**src/rtl/sce_pkg.sv**
```systemverilog
package sce_pkg;
    localparam int LFSR_W    = 16;
    localparam int DRAW_W    = 8;
    localparam logic [LFSR_W-1:0] LFSR_POLY  = 16'hB400;
    localparam logic [LFSR_W-1:0] LFSR_RESET = 16'h0001;

    function automatic logic [LFSR_W-1:0] lfsr_step(input logic [LFSR_W-1:0] s);
        logic [LFSR_W-1:0] n;
        n = s >> 1;
        if (s[0]) n = n ^ LFSR_POLY;
        return n;
    endfunction
endpackage

```
**src/rtl/sce_lfsr.sv**
```systemverilog
module sce_lfsr
    import sce_pkg::*;
(
    input  logic              clk,
    input  logic              rst_n,
    input  logic              load,
    input  logic [LFSR_W-1:0] seed,
    input  logic              step,
    output logic [LFSR_W-1:0] state
);
    logic [LFSR_W-1:0] st_d, st_q;

    always_comb begin
        st_d = st_q;
        if (load) begin
            st_d = (seed == '0) ? LFSR_RESET : seed;
        end else if (step) begin
            st_d = lfsr_step(st_q);
        end
    end

    always_ff @(posedge clk) begin
        if (!rst_n) st_q <= LFSR_RESET;
        else        st_q <= st_d;
    end

    assign state = st_q;
endmodule

```
**src/rtl/sce_elapsed.sv**
```systemverilog
module sce_elapsed #(
    parameter int CNT_W = 16
) (
    input  logic             clk,
    input  logic             rst_n,
    input  logic             start,
    input  logic             run,
    output logic [CNT_W-1:0] count
);
    localparam logic [CNT_W-1:0] CNT_MAX = {CNT_W{1'b1}};

    logic [CNT_W-1:0] cnt_d, cnt_q;

    always_comb begin
        cnt_d = cnt_q;
        if (start) begin
            cnt_d = CNT_W'(1);
        end else if (run && cnt_q != CNT_MAX) begin
            cnt_d = cnt_q + CNT_W'(1);
        end
    end

    always_ff @(posedge clk) begin
        if (!rst_n) cnt_q <= '0;
        else        cnt_q <= cnt_d;
    end

    assign count = cnt_q;
endmodule

```
**src/rtl/sce_target.sv**
```systemverilog
module sce_target
    import sce_pkg::*;
#(
    parameter int CNT_W  = 16,
    parameter int UNIT_W = 8
) (
    input  logic [DRAW_W-1:0] draw,
    input  logic [UNIT_W-1:0] unit,
    output logic [CNT_W-1:0]  target
);
    localparam int PROD_W = DRAW_W + 1 + UNIT_W;
    localparam logic [CNT_W-1:0] CNT_MAX = {CNT_W{1'b1}};

    logic [PROD_W-1:0] factor;
    logic [PROD_W-1:0] prod;

    always_comb begin
        factor = PROD_W'(draw) + PROD_W'(1);
        prod   = factor * PROD_W'(unit);
    end

    generate
        if (PROD_W > CNT_W) begin : g_sat
            always_comb begin
                if (prod > PROD_W'(CNT_MAX)) target = CNT_MAX;
                else                         target = CNT_W'(prod);
            end
        end else begin : g_wide
            always_comb target = CNT_W'(prod);
        end
    endgenerate
endmodule

```
**src/rtl/sce_equalizer.sv**
```systemverilog
module sce_equalizer
    import sce_pkg::*;
#(
    parameter int CNT_W  = 16,
    parameter int UNIT_W = 8
) (
    input  logic              clk,
    input  logic              rst_n,
    input  logic              head_valid,
    input  logic              head_begin,
    input  logic              head_end,
    output logic              commit_en,
    input  logic              rand_mode,
    input  logic [UNIT_W-1:0] rand_unit,
    input  logic              seed_load,
    input  logic [15:0]       seed_val,
    input  logic              clear_rec,
    output logic              active,
    output logic [CNT_W-1:0]  rec_len,
    output logic              nest_err
);
    typedef struct packed {
        logic             active;
        logic             rnd;
        logic             err;
        logic [CNT_W-1:0] tgt;
        logic [CNT_W-1:0] rec;
    } eq_state_t;

    eq_state_t st_d, st_q;

    logic [CNT_W-1:0]  elapsed;
    logic [LFSR_W-1:0] lfsr_state;
    logic [CNT_W-1:0]  rand_tgt;
    logic end_here, hold, beg_commit, end_commit, nested;

    always_comb begin
        end_here   = head_valid && head_end && st_q.active;
        hold       = end_here && (elapsed < st_q.tgt);
        end_commit = end_here && !hold;
        beg_commit = head_valid && head_begin && !head_end && !st_q.active;
        nested     = head_valid && head_begin && st_q.active;
    end

    sce_elapsed #(.CNT_W(CNT_W)) u_elapsed (
        .clk   (clk),
        .rst_n (rst_n),
        .start (beg_commit),
        .run   (st_q.active),
        .count (elapsed)
    );

    sce_lfsr u_lfsr (
        .clk   (clk),
        .rst_n (rst_n),
        .load  (seed_load),
        .seed  (seed_val),
        .step  (beg_commit),
        .state (lfsr_state)
    );

    sce_target #(.CNT_W(CNT_W), .UNIT_W(UNIT_W)) u_target (
        .draw   (lfsr_state[DRAW_W-1:0]),
        .unit   (rand_unit),
        .target (rand_tgt)
    );

    always_comb begin
        st_d = st_q;
        if (beg_commit) begin
            st_d.active = 1'b1;
            st_d.rnd    = rand_mode;
            st_d.tgt    = rand_mode ? rand_tgt : st_q.rec;
        end
        if (end_commit) begin
            st_d.active = 1'b0;
            if (!st_q.rnd && elapsed >= st_q.rec) st_d.rec = elapsed;
        end
        if (nested)    st_d.err = 1'b1;
        if (clear_rec) st_d.rec = '0;
    end

    always_ff @(posedge clk) begin
        if (!rst_n) st_q <= '0;
        else        st_q <= st_d;
    end

    assign commit_en = !hold;
    assign active    = st_q.active;
    assign rec_len   = st_q.rec;
    assign nest_err  = st_q.err;
endmodule

```
**config.mk**
```make
export PLATFORM = sky130hd
export DESIGN_NAME = sce_equalizer
export DESIGN_NICKNAME = d
export VERILOG_FILES = /design/src/rtl/sce_pkg.sv /design/src/rtl/sce_lfsr.sv /design/src/rtl/sce_elapsed.sv /design/src/rtl/sce_target.sv /design/src/rtl/sce_equalizer.sv
export SDC_FILE = /design/constraint.sdc
export NUM_CORES = 1
export LEC_CHECK = 0
export ABC_AREA = 1
export ABC_CLOCK_PERIOD_IN_PS = 7700
export BUFFER_PORTS_ARGS = -buffer_cell sky130_fd_sc_hd__buf_2
export CORE_ASPECT_RATIO = 1.75
export CORE_UTILIZATION = 60
export CTS_BUF_LIST = sky130_fd_sc_hd__clkbuf_4 sky130_fd_sc_hd__clkbuf_8 sky130_fd_sc_hd__clkbuf_16
export DETAILED_ROUTE_END_ITERATION = 10
export GPL_TIMING_DRIVEN = 0
export PLACE_DENSITY_LB_ADDON = 0.15
export SLEW_MARGIN = 15
export SYNTH_ARGS = -nofsm -noshare
export SYNTH_HDL_FRONTEND = slang
export SYNTH_SLANG_ARGS = --single-unit
```
**constraint.sdc**
```tcl
create_clock -name clk -period 7.7 [get_ports clk]
set_input_delay 1.155 -clock clk [delete_from_list [all_inputs] [get_ports clk]]
set_output_delay 1.155 -clock clk [all_outputs]
set_load 0.01 [all_outputs]
```
==> impl_results.rst <==
.. list-table::
   :header-rows: 1

   * - Metric
     - Value
   * - Starting DRC count in detailed routing
     - 225
   * - Vias after detailed routing
     - 5,887
   * - Headroom to the max-slew limit
     - 0.5298
   * - Post-layout worst setup margin
     - 2.309 ns
   * - Number of library cell types mapped by synthesis
     - 46
   * - Most Frequent Cell on Critical Path
     - nor2_1
   * - Setup repair after global routing missed its margin
     - no
   * - Postcts setup bufs
     - 0
   * - Actual slew at the worst max-slew pin
     - 0.7030 ns
   * - Residual DRC count
     - 0
   * - Average vias per placed instance
     - 5.318
   * - Buffers from clock root to sink, at most
     - 2
   * - Number of iterations in the first detailed-routing pass
     - 5
   * - Post-synthesis async set-or-reset flop share
     - 0
   * - Largest family of logic cells by synthesized area
     - adder cells
   * - Critical register-to-register path startpoint
     - u_lfsr.state[0]$_SDFFE_PN1P_
   * - Reg-to-reg setup timing slack
     - 2.31 ns
   * - Detailed-routed wire length on met2
     - 8422 um
   * - Cell depth of the worst flop-to-flop path
     - 22
   * - Worst-case setup slack after placement
     - 2.156 ns
   * - Instance count along the most critical hold path
     - 2
   * - Cell types with the largest area share after synthesis
     - dfxtp_1, ha_1, fa_1, nand2_1, inv_1
   * - Final period demand of the worst path
     - 5.391 ns
   * - Number of enable flip-flop cells after synthesis
     - 0
   * - Fraction of synthesized cell area in xor and xnor cells
     - 0.02292
   * - Post-CTS Hold Buffers
     - 0
   * - Wire length on met1
     - 5660 um
   * - Worst hold path startpoint
     - st_q[30]$_SDFFE_PN0P_
   * - Number of antenna violations at the first check in global routing
     - 0
   * - Clk_lat worst skew
     - 0.34 ns
   * - Initial core utilization
     - 0.6218
   * - Crit Reg-Reg Endpoint
     - st_q[30]$_SDFFE_PN0P_
   * - Row cnt
     - 49
   * - DRT Wirelength
     - 15,460 um
   * - Synthesis Warnings
     - 0
   * - CTS tree
     - done
   * - Top-count cell post-synth
     - nand2_1
   * - Netlist Area Pre-Place
     - 6442 sq um
   * - Maximum clock rate
     - 185.5 MHz
   * - Number of global-route vias before repair
     - 5,894
   * - Crit-path max FO
     - 10
   * - Clock-pin slew reported for the worst setup and hold paths after clock tree synthesis
     - 0.06 ns
   * - Number of pins with negative max-slew slack in the final report
     - 0
   * - Cell taking the most area after synthesis
     - dfxtp_1
   * - All-layer global routing usage
     - 0.3013
   * - Type of element launching the critical path
     - flop
   * - Sinks on the clock net
     - 67
   * - Hold-critical path endpoint
     - st_q[30]$_SDFFE_PN0P_
   * - Number of nets with antenna violations after detailed routing
     - 0
   * - Class of the most critical setup path
     - reg -> reg
   * - Synthesized net count
     - 1,060
   * - Seq cells post-synth
     - 67
   * - Cells resized by post-CTS repair
     - 0
   * - Final total negative setup slack
     - 0 ns
   * - CP Capture Type
     - flop
   * - Final period util
     - 0.7001
   * - Arrival time worst endpoint
     - 5.62 ns
   * - Post-synthesis average cell area
     - 7.033 sq um
   * - GR Overflow Total
     - 0
   * - Maximum resistive drop on vdd
     - 0.1617 mV
   * - Synth Area in Compound Gates
     - 0.1035
   * - Count of nets after finishing
     - 1,120
   * - Proportion of netlist area held by the largest area contributor
     - 0.2082
   * - Sequential-to-total area share from yosys stat
     - 0.2082
   * - Number of endpoints failing setup at the final stage
     - 0
   * - Area enclosed by the die boundary
     - 11,170 sq um
   * - Gate Count Post-Synth
     - 916
   * - Critical-path cell with the highest stage delay
     - xor2_1
   * - Cell area power density
     - 190.9 nW/um^2
   * - Delay of the slowest critical-path stage
     - 0.58 ns
   * - Max Used Layer
     - met4
   * - Number of max-capacitance violations reported
     - 0
   * - Data required time at the worst endpoint
     - 7.93 ns
   * - Share of post-route cells with drive strength above 1
     - 0.1163
   * - HP Class
     - reg -> reg
   * - Most common flop cell mapped by yosys
     - dfxtp_1
   * - Leak pwr
     - 0.003714 uW
   * - Placeable core region
     - 10,360 sq um
   * - Port-buffer cells
     - 49
   * - Hold Fails Final Rpt
     - 0
   * - I/O pins
     - 51
   * - Outcome
     - complete, no violations
   * - First-pass GRT wire length
     - 26,170 um
   * - Crit path cell chain
     - ha_1 -> nand3_1 -> xor2_1 -> nor2_1 -> fa_1 -> fa_1 -> fa_1 -> inv_1 -> fa_1 -> inv_1 -> ha_1 -> a21oi_2 -> nor2_1 -> nor2_1 -> nor2_1 -> nor2_1 -> nand3_1 -> nand2_4 -> buf_6 -> nand3_1 -> nand2_1 -> nand2_1
   * - Floorplan die height
     - 139.1 um
   * - Area growth from synthesis to layout
     - 11.89%
   * - Number of diodes added for antenna fixing
     - 0
   * - X dimension of the die
     - 80.33 um
   * - Length of routed met3 wiring
     - 583 um
   * - Synth top cells by count
     - nand2_1, inv_1, nor2_1
   * - Routed length per placed instance
     - 13.96 um
   * - Simple-gate share of the synthesized area
     - 0.2628
   * - Number of buffers inserted during clock tree synthesis
     - 9
   * - Adder-cell share of the synthesized area
     - 0.2665
   * - Count of H-tree levels built during CTS
     - 3
   * - Clock tree skew after final layout
     - 0.01090 ns
   * - HPWL after DPL
     - 12,750 um
   * - Clk Tree Root Cell
     - clkbuf_16
   * - RD Place Congestion
     - 0.8979
   * - Multiplexer area fraction after synthesis
     - 0
   * - Largest net degree at the start of global routing
     - 13
## critical path, delay by kind of cell, from the launching register on
family | cells | cell delay, ns
AOI/OAI and AO/OA | 1 | 0.19
and+or+nand+nor | 11 | 1.09
DFF | 1 | 0.45
buffers and inverters | 3 | 0.25
adders and majority gates | 6 | 2.71
xor gates and xnor gates | 1 | 0.58
## placed cells by master (no fill, tap or decap), drive strengths merged
cell,count
o21bai,4
clkinv,1
nand4,9
a31oi,4
ha,70
inv,169
o2111ai,1
a2111oi,8
nand2,194
a221oi,2
clkbuf,22
fa,42
nand3b,1
a21o,1
o31ai,2
o211a,1
bufinv,4
o22ai,1
o21a,2
xor2,10
and3,1
nor2,133
nor3b,1
o21ai,32
or2,3
nor3,19
buf,74
dfxtp,67
nand3,35
a21oi,52
xnor2,6
nor4,3
a211oi,5
clkinvlp,1
## final cells by class
| class | count | area [sq um] |
|---|---|---|
| repair buffers | 49 | 245.2 |
| inverters | 169 | 635.6 |
| clock buffers | 9 | 225.2 |
| well taps | 127 | 158.9 |
| flip-flops and latches | 67 | 1341 |
| plain buffers | 38 | 241.5 |
| multi-input cells | 642 | 4224 |
| clock inverters | 6 | 136.4 |
| fillers | 960 | 3153 |
## registers in the layout, summed over array words and instances, names as in the netlist
register	count
nest_err	1
active	1
st_q	17
u_lfsr.state	16
rec_len	16
u_elapsed.count	16
## stage by stage
stage | std cells | hold WS, ns | total power [uW] | instance area (sq um) | utilization
2_1_floorplan | 916 | 0.4258 | 764.7 | 6442 | -
3_3_place_gp | 1092 | 0.4377 | 859.4 | 6847 | 0.6608
3_5_place_dp | 1092 | 0.4397 | 872.2 | 6847 | 0.6608
4_1_cts | 1107 | 0.4537 | 1383 | 7208 | 0.6957
5_1_grt | 1107 | 0.4780 | 1483 | 7208 | 0.6957
6_report | 1107 | 0.4528 | 1376 | 7208 | 0.6957
## logic make-up (layout without fill, tap and decap cells)
family                   count (synthesis)  after routing
XOR/XNOR                                16             16
AND/OR/NAND/NOR                        399            399
AO/OA/AOI/OAI                          115            115
adder cells (fa/ha/maj)                112            112
buffers and inverters                  207            271
flip-flops                              67             67
## report_power, final
group          leakage [uW]  switching (uW)  internal (uW)  total, uW
clock              0.000172             161            348        510
combinational       0.00300             308            189        497
sequential         0.000545            9.85            360        370
total               0.00371             479            897       1380
## routing by layer
layer | up-vias | global-route usage
met2 | 166 | 0.5713
met1 | 2688 | 0.3035
met5 | - | 0
met3 | 48 | 0.03882
met4 | 0 | 0.1664
li1 | 2985 | -
## how the worst max path moves through the flow
stage,startpoint,end,slack [ns],cells past startpoint
2_1_floorplan,rand_unit[4],st_q[31]$_SDFFE_PN0P_,2.69,19
3_3_place_gp,rand_unit[4],st_q[30]$_SDFFE_PN0P_,2.23,20
3_5_place_dp,rand_unit[4],st_q[30]$_SDFFE_PN0P_,2.16,20
4_1_cts,u_lfsr.state[0]$_SDFFE_PN1P_,st_q[30]$_SDFFE_PN0P_,2.33,22
6_report,u_lfsr.state[0]$_SDFFE_PN1P_,st_q[30]$_SDFFE_PN0P_,2.31,22
5_1_grt,u_lfsr.state[0]$_SDFFE_PN1P_,st_q[25]$_SDFFE_PN0P_,2.02,22
Note: power is estimated with default switching activity, not from simulation.
